**src/rtl/lme_pkg.sv**
```systemverilog
package lme_pkg;
  typedef enum logic [1:0] {ST_IDLE, ST_REQ, ST_WAIT} lme_state_e;

  typedef enum logic [2:0] {
    REG_CBASE = 3'd0,
    REG_CSTR  = 3'd1,
    REG_XBASE = 3'd2,
    REG_XSTR  = 3'd3,
    REG_COUNT = 3'd4,
    REG_GO    = 3'd5
  } lme_reg_e;
endpackage

```
**src/rtl/lme_addr_gen.sv**
```systemverilog
module lme_addr_gen #(
  parameter int ADDR_W = 32,
  parameter int DATA_W = 32,
  parameter int NSTR   = 2,
  localparam int SEL_W = (NSTR > 1) ? $clog2(NSTR) : 1,
  localparam int WS    = $clog2(DATA_W / 8)
) (
  input  logic                          clk,
  input  logic                          rst_n,
  input  logic                          load_i,
  input  logic [NSTR-1:0][ADDR_W-1:0]   base_i,
  input  logic [NSTR-1:0][ADDR_W-1:0]   stride_i,
  input  logic                          adv_i,
  input  logic [SEL_W-1:0]              sel_i,
  output logic [ADDR_W-1:0]             addr_o
);
  logic [NSTR-1:0][ADDR_W-1:0] ptr_q, ptr_n;

  for (genvar s = 0; s < NSTR; s++) begin : g_stream
    always_comb begin
      ptr_n[s] = ptr_q[s];
      if (load_i)
        ptr_n[s] = base_i[s];
      else if (adv_i && (sel_i == SEL_W'(s)))
        ptr_n[s] = ptr_q[s] + (stride_i[s] << WS);
    end

    always_ff @(posedge clk or negedge rst_n) begin
      if (!rst_n) ptr_q[s] <= '0;
      else        ptr_q[s] <= ptr_n[s];
    end
  end

  assign addr_o = ptr_q[sel_i];


  wrap_step_chk: assert property (@(posedge clk) disable iff (!rst_n)
    (adv_i && !load_i && (sel_i == '0)) |=>
      (ptr_q[0] == $past(ptr_q[0]) + ($past(stride_i[0]) << WS)));
endmodule

```
**src/rtl/lme_loop_ctl.sv**
```systemverilog
module lme_loop_ctl
  import lme_pkg::*;
#(
  parameter int CNT_W = 16
) (
  input  logic             clk,
  input  logic             rst_n,
  input  logic             start_i,
  input  logic [CNT_W-1:0] count_i,
  input  logic             rvalid_i,
  output logic             req_o,
  output logic             phase_o,
  output logic             cap_o,
  output logic             mac_o,
  output logic             busy_o,
  output logic             done_o
);
  lme_state_e       st_q, st_n;
  logic [CNT_W-1:0] rem_q, rem_n;
  logic             ph_q, ph_n;
  logic             done_q, done_n;

  always_comb begin
    st_n   = st_q;
    rem_n  = rem_q;
    ph_n   = ph_q;
    done_n = done_q;
    unique case (st_q)
      ST_IDLE: if (start_i) begin
        if (count_i == '0) begin
          done_n = 1'b1;
        end else begin
          done_n = 1'b0;
          rem_n  = count_i;
          ph_n   = 1'b0;
          st_n   = ST_REQ;
        end
      end
      ST_REQ: st_n = ST_WAIT;
      ST_WAIT: if (rvalid_i) begin
        if (!ph_q) begin
          ph_n = 1'b1;
          st_n = ST_REQ;
        end else if (rem_q == CNT_W'(1)) begin
          done_n = 1'b1;
          st_n   = ST_IDLE;
        end else begin
          rem_n = rem_q - CNT_W'(1);
          ph_n  = 1'b0;
          st_n  = ST_REQ;
        end
      end
      default: st_n = ST_IDLE;
    endcase
  end

  always_ff @(posedge clk or negedge rst_n) begin
    if (!rst_n) begin
      st_q   <= ST_IDLE;
      rem_q  <= '0;
      ph_q   <= 1'b0;
      done_q <= 1'b0;
    end else begin
      st_q   <= st_n;
      rem_q  <= rem_n;
      ph_q   <= ph_n;
      done_q <= done_n;
    end
  end

  assign req_o   = (st_q == ST_REQ);
  assign phase_o = ph_q;
  assign cap_o   = (st_q == ST_WAIT) && rvalid_i && !ph_q;
  assign mac_o   = (st_q == ST_WAIT) && rvalid_i && ph_q;
  assign busy_o  = (st_q != ST_IDLE);
  assign done_o  = done_q;


  zero_count_chk: assert property (@(posedge clk) disable iff (!rst_n)
    (start_i && (count_i == '0)) |=> (done_o && !busy_o && !req_o));


  one_outstanding_chk: assert property (@(posedge clk) disable iff (!rst_n)
    req_o |=> !req_o);
endmodule

```
**src/rtl/lme_mac.sv**
```systemverilog
module lme_mac #(
  parameter int DATA_W = 32
) (
  input  logic              clk,
  input  logic              rst_n,
  input  logic              clr_i,
  input  logic              cap_i,
  input  logic              mac_i,
  input  logic [DATA_W-1:0] data_i,
  output logic [DATA_W-1:0] acc_o
);
  logic [DATA_W-1:0] c_q, c_n, acc_q, acc_n, prod;

  assign prod = c_q * data_i;

  always_comb begin
    c_n   = c_q;
    acc_n = acc_q;
    if (clr_i)      acc_n = '0;
    else if (mac_i) acc_n = acc_q + prod;
    if (cap_i)      c_n   = data_i;
  end

  always_ff @(posedge clk or negedge rst_n) begin
    if (!rst_n) begin
      c_q   <= '0;
      acc_q <= '0;
    end else begin
      c_q   <= c_n;
      acc_q <= acc_n;
    end
  end

  assign acc_o = acc_q;


  acc_hold_chk: assert property (@(posedge clk) disable iff (!rst_n)
    (!mac_i && !clr_i) |=> $stable(acc_o));
endmodule

```
**src/rtl/loop_mac_engine.sv**
```systemverilog
module loop_mac_engine
  import lme_pkg::*;
#(
  parameter int ADDR_W = 32,
  parameter int DATA_W = 32,
  parameter int CNT_W  = 16
) (
  input  logic              clk,
  input  logic              rst_n,
  input  logic              cfg_we,
  input  logic [2:0]        cfg_addr,
  input  logic [ADDR_W-1:0] cfg_wdata,
  output logic              mem_req,
  output logic [ADDR_W-1:0] mem_addr,
  input  logic              mem_rvalid,
  input  logic [DATA_W-1:0] mem_rdata,
  output logic              busy,
  output logic              done,
  output logic [DATA_W-1:0] result
);
  localparam int NSTR = 2;

  logic [1:0] rst_pipe;
  logic       rst_sync_n;

  always_ff @(posedge clk or negedge rst_n) begin
    if (!rst_n) rst_pipe <= 2'b00;
    else        rst_pipe <= {rst_pipe[0], 1'b1};
  end
  assign rst_sync_n = rst_pipe[1];

  logic [NSTR-1:0][ADDR_W-1:0] base_q, stride_q;
  logic [CNT_W-1:0]            count_q;
  logic                        wr_ok, go;
  logic                        phase, cap, mac;

  assign wr_ok = cfg_we && !busy;
  assign go    = wr_ok && (cfg_addr == REG_GO);

  always_ff @(posedge clk or negedge rst_sync_n) begin
    if (!rst_sync_n) begin
      base_q   <= '0;
      stride_q <= '0;
      count_q  <= '0;
    end else if (wr_ok) begin
      case (cfg_addr)
        REG_CBASE: base_q[0]   <= cfg_wdata;
        REG_CSTR:  stride_q[0] <= cfg_wdata;
        REG_XBASE: base_q[1]   <= cfg_wdata;
        REG_XSTR:  stride_q[1] <= cfg_wdata;
        REG_COUNT: count_q     <= cfg_wdata[CNT_W-1:0];
        default: ;
      endcase
    end
  end

  lme_loop_ctl #(.CNT_W(CNT_W)) u_ctl (
    .clk(clk), .rst_n(rst_sync_n), .start_i(go), .count_i(count_q),
    .rvalid_i(mem_rvalid), .req_o(mem_req), .phase_o(phase),
    .cap_o(cap), .mac_o(mac), .busy_o(busy), .done_o(done)
  );

  lme_addr_gen #(.ADDR_W(ADDR_W), .DATA_W(DATA_W), .NSTR(NSTR)) u_agen (
    .clk(clk), .rst_n(rst_sync_n), .load_i(go), .base_i(base_q),
    .stride_i(stride_q), .adv_i(mem_req), .sel_i(phase), .addr_o(mem_addr)
  );

  lme_mac #(.DATA_W(DATA_W)) u_mac (
    .clk(clk), .rst_n(rst_sync_n), .clr_i(go), .cap_i(cap), .mac_i(mac),
    .data_i(mem_rdata), .acc_o(result)
  );


  cfg_freeze_chk: assert property (@(posedge clk) disable iff (!rst_sync_n)
    busy |=> ($stable(base_q) && $stable(stride_q) && $stable(count_q)));


  done_hold_chk: assert property (@(posedge clk) disable iff (!rst_sync_n)
    (done && !go) |=> done);


  req_in_run_chk: assert property (@(posedge clk) disable iff (!rst_sync_n)
    mem_req |-> busy);
endmodule

```
**config.mk**
```make
export PLATFORM = sky130hd
export DESIGN_NAME = loop_mac_engine
export DESIGN_NICKNAME = d
export VERILOG_FILES = /design/src/rtl/lme_pkg.sv /design/src/rtl/lme_addr_gen.sv /design/src/rtl/lme_loop_ctl.sv /design/src/rtl/lme_mac.sv /design/src/rtl/loop_mac_engine.sv
export SDC_FILE = /design/constraint.sdc
export NUM_CORES = 2
export LEC_CHECK = 0
export BUFFER_PORTS_ARGS = -buffer_cell sky130_fd_sc_hd__buf_4
export CELL_PAD_IN_SITES_DETAIL_PLACEMENT = 0
export CELL_PAD_IN_SITES_GLOBAL_PLACEMENT = 1
export CORE_MARGIN = 2
export CORE_UTILIZATION = 46
export CTS_CLUSTER_DIAMETER = 200
export DETAILED_ROUTE_END_ITERATION = 12
export MAX_ROUTING_LAYER = met4
export PLACE_DENSITY_LB_ADDON = 0.1
export SYNTH_ARGS = -nofsm -noshare
export SYNTH_HDL_FRONTEND = slang
export SYNTH_SLANG_ARGS = --single-unit
```
**constraint.sdc**
```tcl
create_clock -name clk -period 8.29 [get_ports clk]
set_clock_uncertainty 0.2 [all_clocks]
set_input_delay 0.4145 -clock clk [delete_from_list [all_inputs] [get_ports clk]]
set_output_delay 0.4145 -clock clk [all_outputs]
set_load 0.03 [all_outputs]
```
==> impl_results.md <==
- Standard-cell rows: 95
- Most common cell after layout, fill and taps aside: inv_1
- Via count of the first global-routing pass: 24460
- Setup tns final: 0 ps
- DRC violation count after routing: 0
- Via count: 22610
- Vertical extent of the die: 264.8 um
- Clock-pin slew on the worst setup and hold paths: 60 ps
- Number of nets produced by synthesis: 3848
- Final-report setup violation count: 0
- Placeable Area: 67280 um2
- Router iterations before antenna repair: 5
- Iter 0 DRT Violations: 1283
- Number of endpoints with negative hold slack in the final report: 0
- Number of library cell types mapped by synthesis: 69
- Post-route fraction of the period consumed by the critical path: 0.9272
- Insertion delay to the later sink of the worst-skew pair: 570 ps
- Highest clock frequency the design can meet: 130.1 MHz
- Clock period minus worst slack: 7686 ps
- Run status: complete, no violations
- Async set-or-reset flop fraction in the synthesized netlist: 1.000
- Hold worst-path end: u_mac.c_q[24]$_DFFE_PN0P_
- Antenna violations before repair: 3
- Post-Syn Area per Cell: 9.926 um2
- Level count of the clock H-tree: 2
- Depth of the worst register-to-register path: 25
- Post-detailed-routing wire length: 89.46 mm
- P&R area growth vs syn: 11.60%
- All-layer global routing usage: 0.2720
- CP startpoint kind: flip-flop
- Hold-critical path depth: 2
- Flops & latches, synth: 290
- Number of buffer cells added on primary ports: 137
- Worst-case headroom to the max-slew limit: 0.1547
- Top fanout value on the critical path: 15
- WL/cell: 21.49 um
- Ys flop type: dfrtp_1
- Number of pins with negative max-slew slack in the final report: 0
- Final ANT Viol Nets: 0
- Placer's final routability congestion estimate: 0.9075
- Kind of capture point of the worst setup path: flip-flop
- I/O pin count: 138
- Starting density of the core: 0.4652
- First-pass GRT wire length: 143.2 mm
- Maximum clock path buffer count: 3
- Total global routing overflow: 0
- Arr. time, crit path: 7920 ps
- Cells after synthesis: 3153
- CTS buffer count: 38
- Capture point of the worst reg-to-reg path: u_mac.acc_o[31]$_DFFE_PN0P_
- Number of max-capacitance violations reported: 0
- Final-stage net count: 3957
- Cell Area, Synth: 31300 um2
- Worst-margin pin slew: 1265 ps
- Start point of the worst min-delay path: mem_rdata[24]
- Post-detailed-route via-to-cell ratio: 5.430
- Most frequent cells in the layout: inv_1, fa_1, and2_1, dfrtp_1, nand2_1
- Die X-Extent: 264.8 um
- Register-to-register setup slack: 600 ps
- Root Buffer: clkbuf_16
- Warning count from the yosys run: 0
- Startpoint of the most critical register-to-register path: u_mac.c_q[10]$_DFFE_PN0P_
- DP HPWL: 68.39 mm
- Sequential share of the synthesized area: 0.2319
- Pin count of the biggest net entering global routing: 156
- Post-synth EDFFs: 0
- Setup repair after global routing missed its margin: false
- Critical path type: reg2reg
- CP required: 8530 ps
- Total clock sinks: 290
- TritonCTS clock tree: built
- Share of cells above drive strength 1: 0.1420
- Die Outline Area: 70140 um2
- Hold WC Path Type: in2reg
[flip-flops by register name (all words and copies together) (netlist names)]
register       count
base_q            64
count_q           16
rst_pipe           2
stride_q          60
u_agen.ptr_q      64
u_ctl.done_o       1
u_ctl.phase_o      1
u_ctl.rem_q       16
u_ctl.st_q         2
u_mac.acc_o       32
u_mac.c_q         32
[synth_stat cells, types with 19 or more instances]
cell type / instances / area [um2]
a211oi_1: 19 / 142.6
nor2_1: 68 / 255.2
fa_1: 440 / 8808
a21o_1: 41 / 307.8
a21oi_1: 54 / 270.3
o21ai_1: 27 / 135.1
xor2_1: 39 / 341.6
ha_1: 184 / 2302
xnor2_1: 85 / 744.5
nand3_1: 46 / 230.2
clkbuf_1: 143 / 536.8
o21a_1: 20 / 150.1
o21ai_0: 114 / 570.6
and2_1: 320 / 2002
dfrtp_1: 290 / 7257
mux2_2: 205 / 2308
inv_1: 507 / 1903
a22oi_1: 52 / 390.4
nand2_1: 282 / 1059
[stage by stage]
step	worst slack [ps]	hold slack, ps	instance area (um2)	instances	utilization
CTS	624.6	2.963	34920	4161	0.5191
detailed placement	446.5	-0.7424	33200	4053	0.4935
floorplan	966.7	-81.09	31300	3153	-
finish	603.6	39.29	34930	4163	0.5191
global placement	423.7	-2.242	33200	4053	0.4935
global route	302.9	23.71	34930	4163	0.5191
[area by class of cell]
cell class	count	area, um2
clock buffer	52	1104
inverter	507	1903
antenna	2	5.005
fill	6176	32350
clock inverter	14	195.2
multi-input combinational	2201	21570
timing repair buffer	224	1799
sequential	290	7262
tap	873	1092
[kinds of logic after synthesis]
| logic type | synth area share |
|---|---|
| adder cells (fa/ha/maj) | 0.3550 |
| XOR/XNOR | 0.03470 |
| flip-flops | 0.2319 |
| AO/OA/AOI/OAI | 0.08596 |
| multiplexers | 0.07536 |
| AND/OR/NAND/NOR | 0.1373 |
| other | 0.0001198 |
| buffers and inverters | 0.07964 |
[critical path: stages (launching register included)]
cell      delay [ps]
dfrtp_1          580
buf_4            310
nand2_1          110
fa_1             420
inv_1             70
fa_1             430
fa_1             520
inv_1             50
fa_1             480
inv_1             60
fa_1             480
fa_1             530
fa_1             510
inv_1             50
fa_1             500
inv_1             60
ha_1             350
and4_1           230
and3_1           210
a211o_1          290
o22ai_1          130
and3_1           240
o21ai_1          180
a311oi_1         360
xnor2_1          160
o21ai_1           70
[what timing repair did]
action                                 CTS  global route
buffers inserted                         0             0
endpoints found under the hold margin  150             0
gates resized for setup                  0             0
setup endpoints to repair                0             0
hold buffers                            42             0
[worst max path at each step]
stage,from,endpoint,slack [ps],cells after the start
2_1_floorplan,mem_rdata[4],u_mac.acc_o[31]$_DFFE_PN0P_,970,27
3_3_place_gp,mem_rdata[0],u_mac.acc_o[31]$_DFFE_PN0P_,420,26
3_5_place_dp,mem_rdata[0],u_mac.acc_o[31]$_DFFE_PN0P_,450,26
4_1_cts,u_mac.c_q[10]$_DFFE_PN0P_,u_mac.acc_o[31]$_DFFE_PN0P_,620,25
5_1_grt,u_mac.c_q[9]$_DFFE_PN0P_,u_mac.acc_o[31]$_DFFE_PN0P_,300,25
6_report,u_mac.c_q[10]$_DFFE_PN0P_,u_mac.acc_o[31]$_DFFE_PN0P_,600,25
[per-layer routing]
metal,vias up,share of wire,track usage
met5,-,0,-
met4,0,0.022,0.06001
met3,104,0.043,0.03214
met2,489,0.49,0.4509
met1,11760,0.44,0.3608
li1,10250,-,-
Power is not shown: default switching activity piles up to over one toggle a cycle in this logic, so the estimate is an artifact.
